$ cat config.mk
export PLATFORM = sky130hd
export DESIGN_NAME = shared_io_expander
export DESIGN_NICKNAME = d
export VERILOG_FILES = /design/src/rtl/ioexp_pkg.sv /design/src/rtl/ioexp_sync.sv /design/src/rtl/ioexp_shifter.sv /design/src/rtl/ioexp_port.sv /design/src/rtl/shared_io_expander.sv
export SDC_FILE = /design/constraint.sdc
export NUM_CORES = 1
export LEC_CHECK = 0
export BUFFER_PORTS_ARGS = -buffer_cell sky130_fd_sc_hd__buf_2
export CAP_MARGIN = 20
export CORE_MARGIN = 4
export CORE_UTILIZATION = 35
export DETAILED_ROUTE_END_ITERATION = 12
export PLACE_DENSITY = 0.56
export SLEW_MARGIN = 0
export SYNTH_ARGS = -nofsm -noshare
export SYNTH_HDL_FRONTEND = slang
export SYNTH_SLANG_ARGS = --single-unit
$ cat constraint.sdc
create_clock -name clk -period 1.1 [get_ports clk]
set_input_delay 0 -clock clk [delete_from_list [all_inputs] [get_ports clk]]
set_output_delay 0 -clock clk [all_outputs]
set_load 0.01 [all_outputs]
$ cat src/rtl/ioexp_pkg.sv
package ioexp_pkg;
  localparam int OPC_W = 4;

  typedef enum logic [OPC_W-1:0] {
    OP_PIN_WRITE   = 4'hD,
    OP_PIN_CAPTURE = 4'hE,
    OP_PIN_DIR     = 4'hF
  } op_e;
endpackage

$ cat src/rtl/ioexp_sync.sv
module ioexp_sync #(
  parameter int W      = 12,
  parameter int STAGES = 2
) (
  input  logic         clk,
  input  logic         rst,
  input  logic [W-1:0] d_i,
  output logic [W-1:0] q_o
);
  logic [W-1:0] stage_q [STAGES];

  always_ff @(posedge clk) begin
    if (rst) begin
      for (int i = 0; i < STAGES; i++) stage_q[i] <= '0;
    end else begin
      stage_q[0] <= d_i;
      for (int i = 1; i < STAGES; i++) stage_q[i] <= stage_q[i-1];
    end
  end

  assign q_o = stage_q[STAGES-1];
endmodule

$ cat src/rtl/ioexp_shifter.sv
module ioexp_shifter #(
  parameter int FRAME_W = 16,
  parameter int OPC_W   = 4
) (
  input  logic                     clk,
  input  logic                     rst,
  input  logic                     shift_en_i,
  input  logic                     sdi_i,
  input  logic                     cap_i,
  input  logic [FRAME_W-OPC_W-1:0] cap_data_i,
  output logic [FRAME_W-1:0]       sr_o
);
  logic [FRAME_W-1:0] sr_q;

  always_ff @(posedge clk) begin
    if (rst) begin
      sr_q <= '0;
    end else if (cap_i) begin
      sr_q[FRAME_W-1:OPC_W] <= cap_data_i;
    end else if (shift_en_i) begin
      sr_q <= {sdi_i, sr_q[FRAME_W-1:1]};
    end
  end

  assign sr_o = sr_q;
endmodule

$ cat src/rtl/ioexp_port.sv
module ioexp_port
  import ioexp_pkg::*;
#(
  parameter int PIN_W    = 12,
  parameter int SHARED_W = 8
) (
  input  logic                clk,
  input  logic                rst,
  input  logic                load_i,
  input  logic [OPC_W-1:0]    opc_i,
  input  logic [PIN_W-1:0]    data_i,
  input  logic [SHARED_W-1:0] ch_hiz_i,
  output logic [PIN_W-1:0]    out_o,
  output logic [PIN_W-1:0]    dir_o,
  output logic [SHARED_W-1:0] conflict_o
);
  localparam int BASE = PIN_W - SHARED_W;

  logic [PIN_W-1:0]    out_q, dir_q;
  logic [SHARED_W-1:0] clash, conflict_q;

  always_ff @(posedge clk) begin
    if (rst) begin
      out_q <= '0;
      dir_q <= '0;
    end else if (load_i) begin
      if (opc_i == OP_PIN_WRITE) out_q <= data_i;
      if (opc_i == OP_PIN_DIR)   dir_q <= data_i;
    end
  end

  // shared pin BASE+k sits on the pad of channel SHARED_W-1-k
  for (genvar k = 0; k < SHARED_W; k++) begin : g_clash
    assign clash[k] = dir_q[BASE+k] & ~ch_hiz_i[SHARED_W-1-k];
  end

  always_ff @(posedge clk) begin
    if (rst) conflict_q <= '0;
    else     conflict_q <= clash;
  end

  assign out_o      = out_q;
  assign dir_o      = dir_q;
  assign conflict_o = conflict_q;
endmodule

$ cat src/rtl/shared_io_expander.sv
module shared_io_expander
  import ioexp_pkg::*;
#(
  parameter int PIN_W       = 12,
  parameter int SHARED_W    = 8,
  parameter int SYNC_STAGES = 2
) (
  input  logic                clk,
  input  logic                rst,
  input  logic                shift_i,
  input  logic                sdi_i,
  input  logic                load_i,
  output logic                so_o,
  input  logic [PIN_W-1:0]    pin_in_i,
  output logic [PIN_W-1:0]    pin_out_o,
  output logic [PIN_W-1:0]    pin_oe_o,
  input  logic [SHARED_W-1:0] ch_hiz_i,
  output logic [SHARED_W-1:0] conflict_o
);
  localparam int FRAME_W = PIN_W + OPC_W;

  logic [FRAME_W-1:0] sr_q;
  logic [PIN_W-1:0]   pin_sync;
  logic [OPC_W-1:0]   opc;
  logic               cap;

  assign opc = sr_q[OPC_W-1:0];
  assign cap = load_i && (opc == OP_PIN_CAPTURE);

  ioexp_sync #(.W(PIN_W), .STAGES(SYNC_STAGES)) u_sync (
    .clk (clk),
    .rst (rst),
    .d_i (pin_in_i),
    .q_o (pin_sync)
  );

  ioexp_shifter #(.FRAME_W(FRAME_W), .OPC_W(OPC_W)) u_shift (
    .clk        (clk),
    .rst        (rst),
    .shift_en_i (shift_i & ~load_i),
    .sdi_i      (sdi_i),
    .cap_i      (cap),
    .cap_data_i (pin_sync),
    .sr_o       (sr_q)
  );

  ioexp_port #(.PIN_W(PIN_W), .SHARED_W(SHARED_W)) u_port (
    .clk        (clk),
    .rst        (rst),
    .load_i     (load_i),
    .opc_i      (opc),
    .data_i     (sr_q[FRAME_W-1:OPC_W]),
    .ch_hiz_i   (ch_hiz_i),
    .out_o      (pin_out_o),
    .dir_o      (pin_oe_o),
    .conflict_o (conflict_o)
  );

  assign so_o = sr_q[0];
endmodule

# After elaboration in Yosys (flattened, before gate mapping)

Memories as Yosys holds them, arrays and structs flattened.
Index checks and enable logic that the tools add are counted.

Word-level logic and storage cells: 42
Latch bits: 0
Flip-flop bits (word level): 48
Input bits: 25
RAM bits: 24
Memories kept: 1
ROM bits: 0

Equal/unequal tests: 3
Div/mod/pow operators: 0
Multipliers: 0
Shift-type cells: 0
Reductions and logical operators: 5
Mux-type cells: 7
$add $sub $neg: 0
Order comparisons: 0
Bitwise logic cells: 21

Memories:

| name           | depth | width | read ports | clocked after Yosys merged registers in | wr ports | line             | text |
|---|---|---|---|---|---|---|---|
| u_sync.stage_q | 2     | 12    | 2          | 0                                       | 2        | ioexp_sync.sv:10 | `logic [W-1:0] stage_q [STAGES];` |

Operators with widths:

| cell                                 | number |
|---|---|
| 12-bit 2-to-1 mux                    | 3 |
| 16-bit 2-to-1 mux                    | 1 |
| 4-bit == test, second input constant | 3 |
| 1-bit NOT                            | 10 |
| 1-bit AND                            | 9 |
| 2-bit AND reduction                  | 3 |
| 1-bit 2-to-1 mux                     | 3 |
| 1-bit OR                             | 2 |
| 2-bit nonzero test                   | 1 |
| 1-bit logical AND                    | 1 |

# Longest topological paths before layout

Gate-level depths: netlist of the first run.

Depth in word-level cells: 4
Gate-level depth with buffers: 5
Mapped depth without buffers: 3

# By module

Synthesis of the first run repeated with hierarchy kept, for this count alone.

Cells, all modules: 269
Area, all modules: 2795.2 sq um

Modules (own cells, without submodules):

| module             | area an instance (sq um) | seq. area each (sq um) | cells an instance | instances |
|---|---|---|---|---|
| ioexp_port         | 1244.9                   | 640.6                  | 138               | 1 |
| ioexp_sync         | 783.3                    | 480.5                  | 62                | 1 |
| ioexp_shifter      | 750.7                    | 320.3                  | 66                | 1 |
| shared_io_expander | 16.3                     | 0.0                    | 3                 | 1 |

# Worst setup path before layout of the first run

No wires, ideal clock.

Kind: register to register
From: register u_shift.sr_q[0], in the netlist u_shift.sr_o[0]
To: register u_shift.sr_q[10], in the netlist u_shift.sr_o[10]
Setup time: 132 ps
Period minus slack after synthesis: 1191 ps
Stages on the path, launching flop included: 5
Data arrival time: 1059 ps
Data required time: 968 ps
Path slack: -91 ps
Cell sequence: dfxtp_1 and2b_1 buf_2 a32oi_1 a21oi_1

Cells in the longest elaborated chain, start to end: 3
Elaborated cells on any way between the ends: 4
Those cells by class: eq/ne (1); mux (1); reduce/logical (2)

RTL lines:

| item                                                           | line                     | text |
|---|---|---|
| start, declared                                                | ioexp_shifter.sv:13      | `logic [FRAME_W-1:0] sr_q;` |
| start signal, assigned by index                                | ioexp_shifter.sv:19      | `sr_q[FRAME_W-1:OPC_W] <= cap_data_i;` |
| start signal, assigned                                         | ioexp_shifter.sv:21      | `sr_q <= {sdi_i, sr_q[FRAME_W-1:1]};` |
| 4-bit == test (*)                                              | shared_io_expander.sv:28 | `assign cap = load_i && (opc == OP_PIN_CAPTURE);` |
| 1-bit logical AND (*)                                          | shared_io_expander.sv:28 |  |
| 12-bit 2-to-1 mux / 2-bit nonzero test (equally long branches) | n/a                      |  |

Mark *: on every way between the ends. The rest lies on a longest branch, timed or not.
A chain may end at the register's enable or synchronous reset.

# Worst setup path after layout of the first run

From: register u_shift.sr_q[0], in the netlist u_shift.sr_o[0]
To: register u_shift.sr_q[4], in the netlist u_shift.sr_o[4]

The elaborated chain is that of the path after synthesis.

==> impl_metrics.ini, run 1 <==
[finish]
layout_common_cells = 68 x dfxtp_1, 57 x buf_2, 37 x a21oi_1
final_common_cell = dfxtp_1
fin_cells = 448
drive_above_1_share_pct = 31.3
syn2layout_area_growth_pct = 42.4
nets = 372
design_area_mm2 = 0.00359
n_antenna_cell = 0

[place]
dp.cells = 405
place.gp.congestion = 0.768
numPortBuffers = 57
dpl-instance-area_mm2 = 0.00301
dpl.hpwl_um = 3790

[clock_network]
cts_sinks = 72
root_buffer = clkbuf_8
cts_tree = yes
htreeDepth = 3
cts_buffers = 9
insertion_delay_ps = 340
clkTransAtPathRegs_ps = 80
clock_path_buffers = 2

[grt]
antenna_found_initial = 0
grt_pass1_wl_um = 9490
grt-ovfl-total = 0
grt_pass1_vias = 1933
grt_max_degree = 40
grtUsageTotal_pct = 14.3

[timing]
period_minus_slack_ps = 1120
slew_headroom_pct = 84.3
finClkSkew_ps = 8.10
clock.fmax_ghz = 0.890
setup_ws_ps = -23.7
period_share_pct = 102
hold_violations = 0
rsz0062_at_grt = true
setup_viol = 11
drv_slew = 0
tightest_slew_ps = 235

[synth]
yosysTopAreaCell = dfxtp_1
synth.top_cell.area_share_pct = 57.2
synth-seq-cells = 72
ys_types = 22
ys_seq_area_share_pct = 57.2
avgSynthCellArea_um2 = 9.70
ys_warn_count = 0
syn-num-nets = 285
syn_area_mm2 = 0.00252
netlist_top_cells_area = dfxtp_1 57%, a21oi_1 7.9%, nor2b_1 6.2%
syn_inst = 260

[floorplanning]
pin_count = 58
num_rows = 30
die_h_um = 92.9
fp.dieArea_mm2 = 0.00862
fp.coreArea_mm2 = 0.00691
start_util_pct = 36.5
fp.dieW_um = 92.9

[critical_path]
r2r-start = u_shift.sr_o[0]$_SDFFE_PP0P_
critical-path-top-delay-family = flip-flops
cp-startpoint = u_shift.sr_o[0]$_SDFFE_PP0P_
arrival_ps = 1350
path_class = reg2reg
cp.depth = 4
crit_buf_inv = 1
crit_path_end_kind = flip-flop
start_kind = flip-flop
crit_path_max_fanout = 12
max_stage_delay_ps = 380
slowest_stage = dfxtp_4
reg2reg_depth = 4
worstPathCellList = and2b_1 > buf_12 > a32oi_2 > a21oi_2
cp_data_required_time_ps = 1320

[detailed_routing]
wl_per_cell_um = 13.3
drt_wl_total_um = 5960
viasPerCell = 4.90
drc = 0
drtIter0Drc = 121
drt_first_pass_iters = 4
ant_nets = 0
num_vias = 2193

[worst_hold_path]
hp-start = rst
min_path_cells = 3
hold_path.class = in2reg

[power]
powerDensity_mw_per_mm2 = 1480
report.power.total_mw = 5.32
p_leak_nw = 1.41
irDropWorstVdd_v = 0.000815

[outcome]
violations = negative setup slack
outcome = finished with violations

[job]
drv_cap = 0
## final timing paths
path	slack, ps	end
max	-20	u_shift.sr_o[4]$_SDFFE_PP0P_
min	110	u_sync.stage_q[0][4]$_SDFF_PP0_
max reg2reg	-20	u_shift.sr_o[4]$_SDFFE_PP0P_
min reg2reg	430	u_sync.stage_q[0][22]$_SDFF_PP0_
## logic make-up (layout without fill, tap and decap cells)
kind of cell	after synthesis	in the layout	share of synthesized area [%]
compound gates	88	88	20.4
buf+inv	26	117	5.61
flops	72	72	57.2
simple gates	74	75	16.8
## power by group
| group | internal (mW) | switching [mW] | total, mW |
|---|---|---|---|
| Combinational | 0.133 | 0.0963 | 0.229 |
| Clock | 1.50 | 0.940 | 2.44 |
| Sequential | 2.64 | 0.0145 | 2.66 |
## stage by stage
step	setup slack, ps	TNS, ps	util [%]	hold WS (ps)
finish	-23.7	-175	52.0	112
global route	-86.1	-1090	52.0	111
CTS	-10.5	-45.9	50.7	111
detailed placement	-49.4	-577	43.5	163
global placement	-33.5	-319	43.5	161
floorplan	1.16	0	-	76.1
## timing repair
item,in CTS,in global routing
endpoints found under the hold margin,26,0
pin swaps,4,5
gates resized for setup,2,34
endpoints found under the setup margin,27,36
gates cloned,1,0
hold buffers,24,0
buffers inserted,1,1
## layout make-up
cell class | count | area [um2]
inverters | 1 | 3.75
clock inverters | 6 | 108
well taps | 96 | 120
clock buffers | 10 | 128
flip-flops and latches | 72 | 1450
multi-input cells | 163 | 1020
fillers | 669 | 3320
repair buffers | 100 | 754
## flip-flops by register name, summed over array words and instances, names as in the netlist
name / cells
u_port.conflict_o: 8
u_sync.stage_q: 24
u_port.dir_o: 12
u_shift.sr_o: 16
u_port.out_o: 12
## routing by layer
layer / part of all wire, % / GRT usage, % / up-vias
met2: 45 / 20.9 / 71
met5: 0 / 0 / -
met4: 2.2 / 8.55 / 0
met3: 6.3 / 3.98 / 11
met1: 46 / 18.5 / 1003
li1: - / - / 1108
## worst register-to-register path: cells and delay by family (launching register included)
family | cells | cell delay (ps)
buf+inv | 1 | 150
simple gates | 1 | 210
flops | 1 | 380
compound gates | 2 | 280
## Yosys cell counts
cell type and count:
nand2_1 9, buf_8 1, inv_1 1, clkbuf_1 12
nand3_1 25, o211ai_1 12, o21ai_0 24, a32oi_1 12
and2_1 1, clkbuf_2 1, nand4_1 1, and2b_1 1
nor2b_1 25, and4_1 1, dfxtp_1 72, nor3b_1 8
nand2b_1 2, buf_6 2, buf_4 2, buf_2 7
and3_1 1, a21oi_1 40
Power figures use the tool's default switching activity.
==> run 2: changes to the inputs <==
- PLACE_DENSITY: 0.56 -> 0.54
- clock period: 1.1 -> 1.3 ns (I/O delays scaled with it)
==> run 2 against run 1 <==
Sequential power fell by 15%; highest routed layer unchanged; fmax fell by 7.4%; core utilization fell by 3.2 points; final cell count fell by 3.1%; wire length fell by 1.7%; sequential share of layout area rose by 2.3 points; count of clock-buffer cells in the layout fell by 1; clock skew fell by 3.3 ps; the flow now finishes without violations; die area did not move; critical endpoint is now u_shift.sr_o[13]$_SDFFE_PP0P_; design area fell by 6.2%; critical path depth did not move.
==> impl_metrics.ini, run 2 (synthesis results as in run 1) <==
[outcome]
outcome = completed

[power]
irDropWorstVdd_v = 0.000516
powerDensity_mw_per_mm2 = 1350
p_leak_nw = 1.30

[floorplanning]
pin_count = 58
start_util_pct = 36.5
fp.dieArea_mm2 = 0.00862
fp.dieW_um = 92.9
fp.coreArea_mm2 = 0.00691
num_rows = 30
die_h_um = 92.9

[timing]
rsz0062_at_grt = false
hold_violations = 0
period_minus_slack_ps = 1210
setup_ws_ps = 87.1
setup_tns_ps = 0
finClkSkew_ps = 4.82
tightest_slew_ps = 318
drv_slew = 0
slew_headroom_pct = 78.8
period_share_pct = 93.3
hold_ws_ps = 126
setup_viol = 0
clock.fmax_ghz = 0.824

[critical_path]
reg2reg_to = u_shift.sr_o[13]$_SDFFE_PP0P_
start_kind = flip-flop
reg2reg_depth = 4
arrival_ps = 1440
crit_path_max_fanout = 22
crit_path_end_kind = flip-flop
r2r-start = u_shift.sr_o[2]$_SDFFE_PP0P_
cp_data_required_time_ps = 1520
cp-startpoint = u_shift.sr_o[2]$_SDFFE_PP0P_
path_class = reg2reg
ff2ff_setup_slack_ps = 90

[finish]
syn2layout_area_growth_pct = 33.6
fin_cells = 434
largest_reg_flops = 24
layout_common_cells = 71 x dfxtp_1, 57 x buf_2, 40 x a21oi_1
final_common_cell = dfxtp_1
top_register = u_sync.stage_q
fill_cells = 692
drive_above_1_share_pct = 25.4
nets = 358
n_antenna_cell = 0
fin_util_pct = 48.8

[place]
place_ws_ps = 65.8
place.gp.congestion = 0.735
dp.cells = 397
numPortBuffers = 57
dpl.hpwl_um = 3670

[clock_network]
root_buffer = clkbuf_8
clock_path_buffers = 2
insertion_delay_ps = 340
clkTransAtPathRegs_ps = 80
cts_buffers = 9
cts_tree = yes
htreeDepth = 3
cts_sinks = 72

[grt]
grt_max_degree = 73
grtUsageTotal_pct = 14.2
antenna_found_initial = 0
grt_pass1_wl_um = 9620
grt_pass1_vias = 1964
grt-ovfl-total = 0

[detailed_routing]
top_layer = met4
drt_wl_total_um = 5860
num_vias = 2150
viasPerCell = 4.95
dr_wl_met2_um = 2670
wl_per_cell_um = 13.5
met1_length_um = 2630
ant_nets = 0
drtIter0Drc = 117
drt_first_pass_iters = 4
drc = 0
met3_length_um = 423

[worst_hold_path]
min_path_cells = 3
hp-start = rst
whs_endpoint = u_sync.stage_q[0][0]$_SDFF_PP0_
hold_path.class = in2reg

[job]
drv_cap = 0
[run 2: cell types whose count changed in the layout (fill, tap and decap cells not counted), sizes merged]
cell,previous run,this run
dlygate4sd3,24,21
buf,76,66
clkbuf,10,9
and3,2,1
clkinv,2,3
[run 2: how the worst max path moves through the flow]
stage,end,slack (ps)
after floorplan,u_shift.sr_o[10]$_SDFFE_PP0P_,110
after global placement,u_shift.sr_o[12]$_SDFFE_PP0P_,110
after detailed placement,u_shift.sr_o[5]$_SDFFE_PP0P_,70
after CTS,u_shift.sr_o[5]$_SDFFE_PP0P_,50
after global routing,u_port.dir_o[3]$_SDFFE_PP0P_,3
final,u_shift.sr_o[13]$_SDFFE_PP0P_,90
[run 2: power by group]
part / internal (mW) / switching [mW] / total [mW]
Combinational: 0.0981 / 0.0741 / 0.172
Sequential: 2.24 / 0.0114 / 2.25
Clock: 1.28 / 0.830 / 2.11
[run 2: repair_timing]
| item | CTS | global route |
|---|---|---|
| endpoints found under the hold margin | 21 | 0 |
| hold buffers | 21 | 0 |
| buffers inserted | 0 | 0 |
| setup endpoints to repair | 0 | 17 |
| resized for setup | 0 | 4 |
[run 2: area by class of cell]
class,instances,area (um2),share of cell area [%]
clock buffer,9,124,3.68
timing repair buffer,87,613,18.2
sequential,72,1440,42.8
inverter,1,3.75,0.111
multi-input combinational,162,945,28.0
tap,96,120,3.57
clock inverter,7,120,3.57
[run 2: stage by stage]
stage / instance area [um2] / power [mW]
3_3_place_gp: 2910 / 2.43
4_1_cts: 3360 / 4.59
3_5_place_dp: 2910 / 2.43
5_1_grt: 3370 / 4.72
2_1_floorplan: 2520 / 2.37
6_report: 3370 / 4.53
[run 2: per-layer routing]
layer	vias up	track usage (%)
met5	-	0
met4	0	6.96
met3	12	3.98
met2	83	22.0
met1	984	18.1
li1	1071	-
[run 2: critical path, stage by stage, from the launching register on]
cell	delay (ps)
dfxtp_1	420
nand3_1	190
buf_12	210
o211ai_1	180
a21oi_1	90
==> run 3: changes to the inputs <==
- clock period: 1.3 -> 1.5 ns (I/O delays scaled with it)
==> run 3 against run 2 <==
Flip-flop and latch count unchanged; via count decreased by 3.8%; core utilization decreased by 1.1 points; total power decreased by 15%; sequential power decreased by 13%; register-to-register slack improved by 170 ps; worst setup slack improved by 170 ps; clock skew increased by 2.7 ps; fmax decreased by 2.6%; first-iteration DRC count increased by 5.1%; critical endpoint is now u_shift.sr_o[14]$_SDFFE_PP0P_; largest cell class unchanged; largest power group unchanged.
==> impl_metrics.ini, run 3 (synthesis results as in run 1) <==
[outcome]
outcome = completed

[critical_path]
arrival_ps = 1460
crit_path_max_fanout = 12
ff2ff_setup_slack_ps = 260
cp_data_required_time_ps = 1710
crit_path_end_kind = flip-flop
path_class = reg2reg
reg2reg_depth = 3
start_kind = flip-flop

[finish]
layout_common_cells = 72 x dfxtp_1, 57 x buf_2, 40 x a21oi_1
n_antenna_cell = 0
top_register = u_sync.stage_q
multiInputGateArea_um2 = 938
drive_above_1_share_pct = 22.6
nets = 356
largest_reg_flops = 24
final_common_cell = dfxtp_1
seqCellArea_mm2 = 0.00144
fill_cells = 705
fin_cells = 432
syn2layout_area_growth_pct = 30.6

[clock_network]
clkTransAtPathRegs_ps = 70
root_buffer = clkbuf_8
cts_tree = yes
cts_sinks = 72
ctsResizeCount = 0
htreeDepth = 3
clock_path_buffers = 2
insertion_delay_ps = 330
cts_buffers = 9

[power]
pwr-share-seq_pct = 50.6
swShare_pct = 18.7
report.power.total_mw = 3.86
p_clk_share_pct = 45.5
powerDensity_mw_per_mm2 = 1170
p_sw_mw = 0.722
irDropWorstVdd_v = 0.000480
p_leak_nw = 1.26
p_int_mw = 3.14
comb_power_share_pct = 3.9

[place]
place.gp.congestion = 0.761
dp.cells = 394
dpl.hpwl_um = 3680
numPortBuffers = 57

[timing]
tightest_slew_ps = 476
period_share_pct = 83.0
finClkSkew_ps = 7.55
period_minus_slack_ps = 1240
slew_headroom_pct = 68.3
hold_violations = 0
rsz0062_at_grt = false
setup_tns_ps = 0
setup_viol = 0
drv_slew = 0
clock.fmax_ghz = 0.803

[floorplanning]
fp.coreArea_mm2 = 0.00691
num_rows = 30
die_h_um = 92.9
start_util_pct = 36.5
fp.dieArea_mm2 = 0.00862
fp.dieW_um = 92.9
pin_count = 58

[worst_hold_path]
min_path_cells = 2
hold_path.class = in2reg

[grt]
grt_max_degree = 53
grtUsageMet1_pct = 19.4
antenna_found_initial = 0
grt.busiest_layer = met2
grtUsageTotal_pct = 14.5
grtUsageMet3_pct = 3.17
grt_pass1_vias = 1960
grt-ovfl-total = 0
grtUsageMet2_pct = 22.3
grt_pass1_wl_um = 9800

[detailed_routing]
viasPerCell = 4.79
drc = 0
num_vias = 2068
drt_first_pass_iters = 4
ant_nets = 0
wl_per_cell_um = 13.6
drtIter0Drc = 123
drt_wl_total_um = 5860

[job]
drv_cap = 0
-- run 3: changes by cell type in the layout (fill, tap and decap cells not counted), sizes merged --
cell      delta
buf          -2
clkbuf       +4
clkinv       -3
clkinvlp     -1
-- run 3: power by group through the flow --
stage	sequential (mW)	clock, mW	combinational, mW
after floorplan	1.99	0	0.0629
after global placement	2.00	0	0.109
after detailed placement	2.00	0	0.109
after CTS	1.95	1.81	0.150
after global routing	1.95	1.92	0.167
final	1.95	1.76	0.149
-- run 3: worst max-delay path, stage by stage (launching register included) --
cell and delay, ps:
dfxtp_1 420, and2b_1 360, a32oi_1 270, a21oi_1 80
-- run 3: layout make-up --
cell class | count | share of cell area [%]
inverters | 1 | 0.114
repair buffers | 85 | 17.0
clock inverters | 3 | 2.74
flip-flops and latches | 72 | 43.8
well taps | 96 | 3.65
clock buffers | 13 | 4.22
multi-input cells | 162 | 28.5
-- run 3: worst paths after layout --
| kind | from | endpoint |
|---|---|---|
| setup / recovery | u_shift.sr_o[0]$_SDFFE_PP0P_ | u_shift.sr_o[14]$_SDFFE_PP0P_ |
| hold / removal | rst | u_sync.stage_q[0][1]$_SDFF_PP0_ |
| setup reg to reg | u_shift.sr_o[0]$_SDFFE_PP0P_ | u_shift.sr_o[14]$_SDFFE_PP0P_ |
| hold reg to reg | u_sync.stage_q[0][3]$_SDFF_PP0_ | u_sync.stage_q[0][15]$_SDFF_PP0_ |
-- run 3: per-stage QoR --
step	area, um2	hold WS [ps]	setup WS [ps]	util [%]
after floorplan	2520	76.1	309	-
after global placement	2850	161	237	41.2
after detailed placement	2850	164	136	41.2
after CTS	3290	63.8	129	47.6
after global routing	3290	94.9	127	47.7
final	3290	82.3	255	47.7
-- run 3: what timing repair did --
action | 4_1_cts | 5_1_grt
setup endpoints to repair | 0 | 6
hold endpoints to repair | 21 | 0
hold buffers | 21 | 0
setup buffers | 0 | 1
-- run 3: per-layer routing --
layer  vias to the layer above  share of wire, %  wire, um
met5                         -                 0         0
met4                         0              0.87        51
met3                         4               5.1       300
met2                        61                45      2670
met1                       936                49      2840
li1                       1067                 -         -
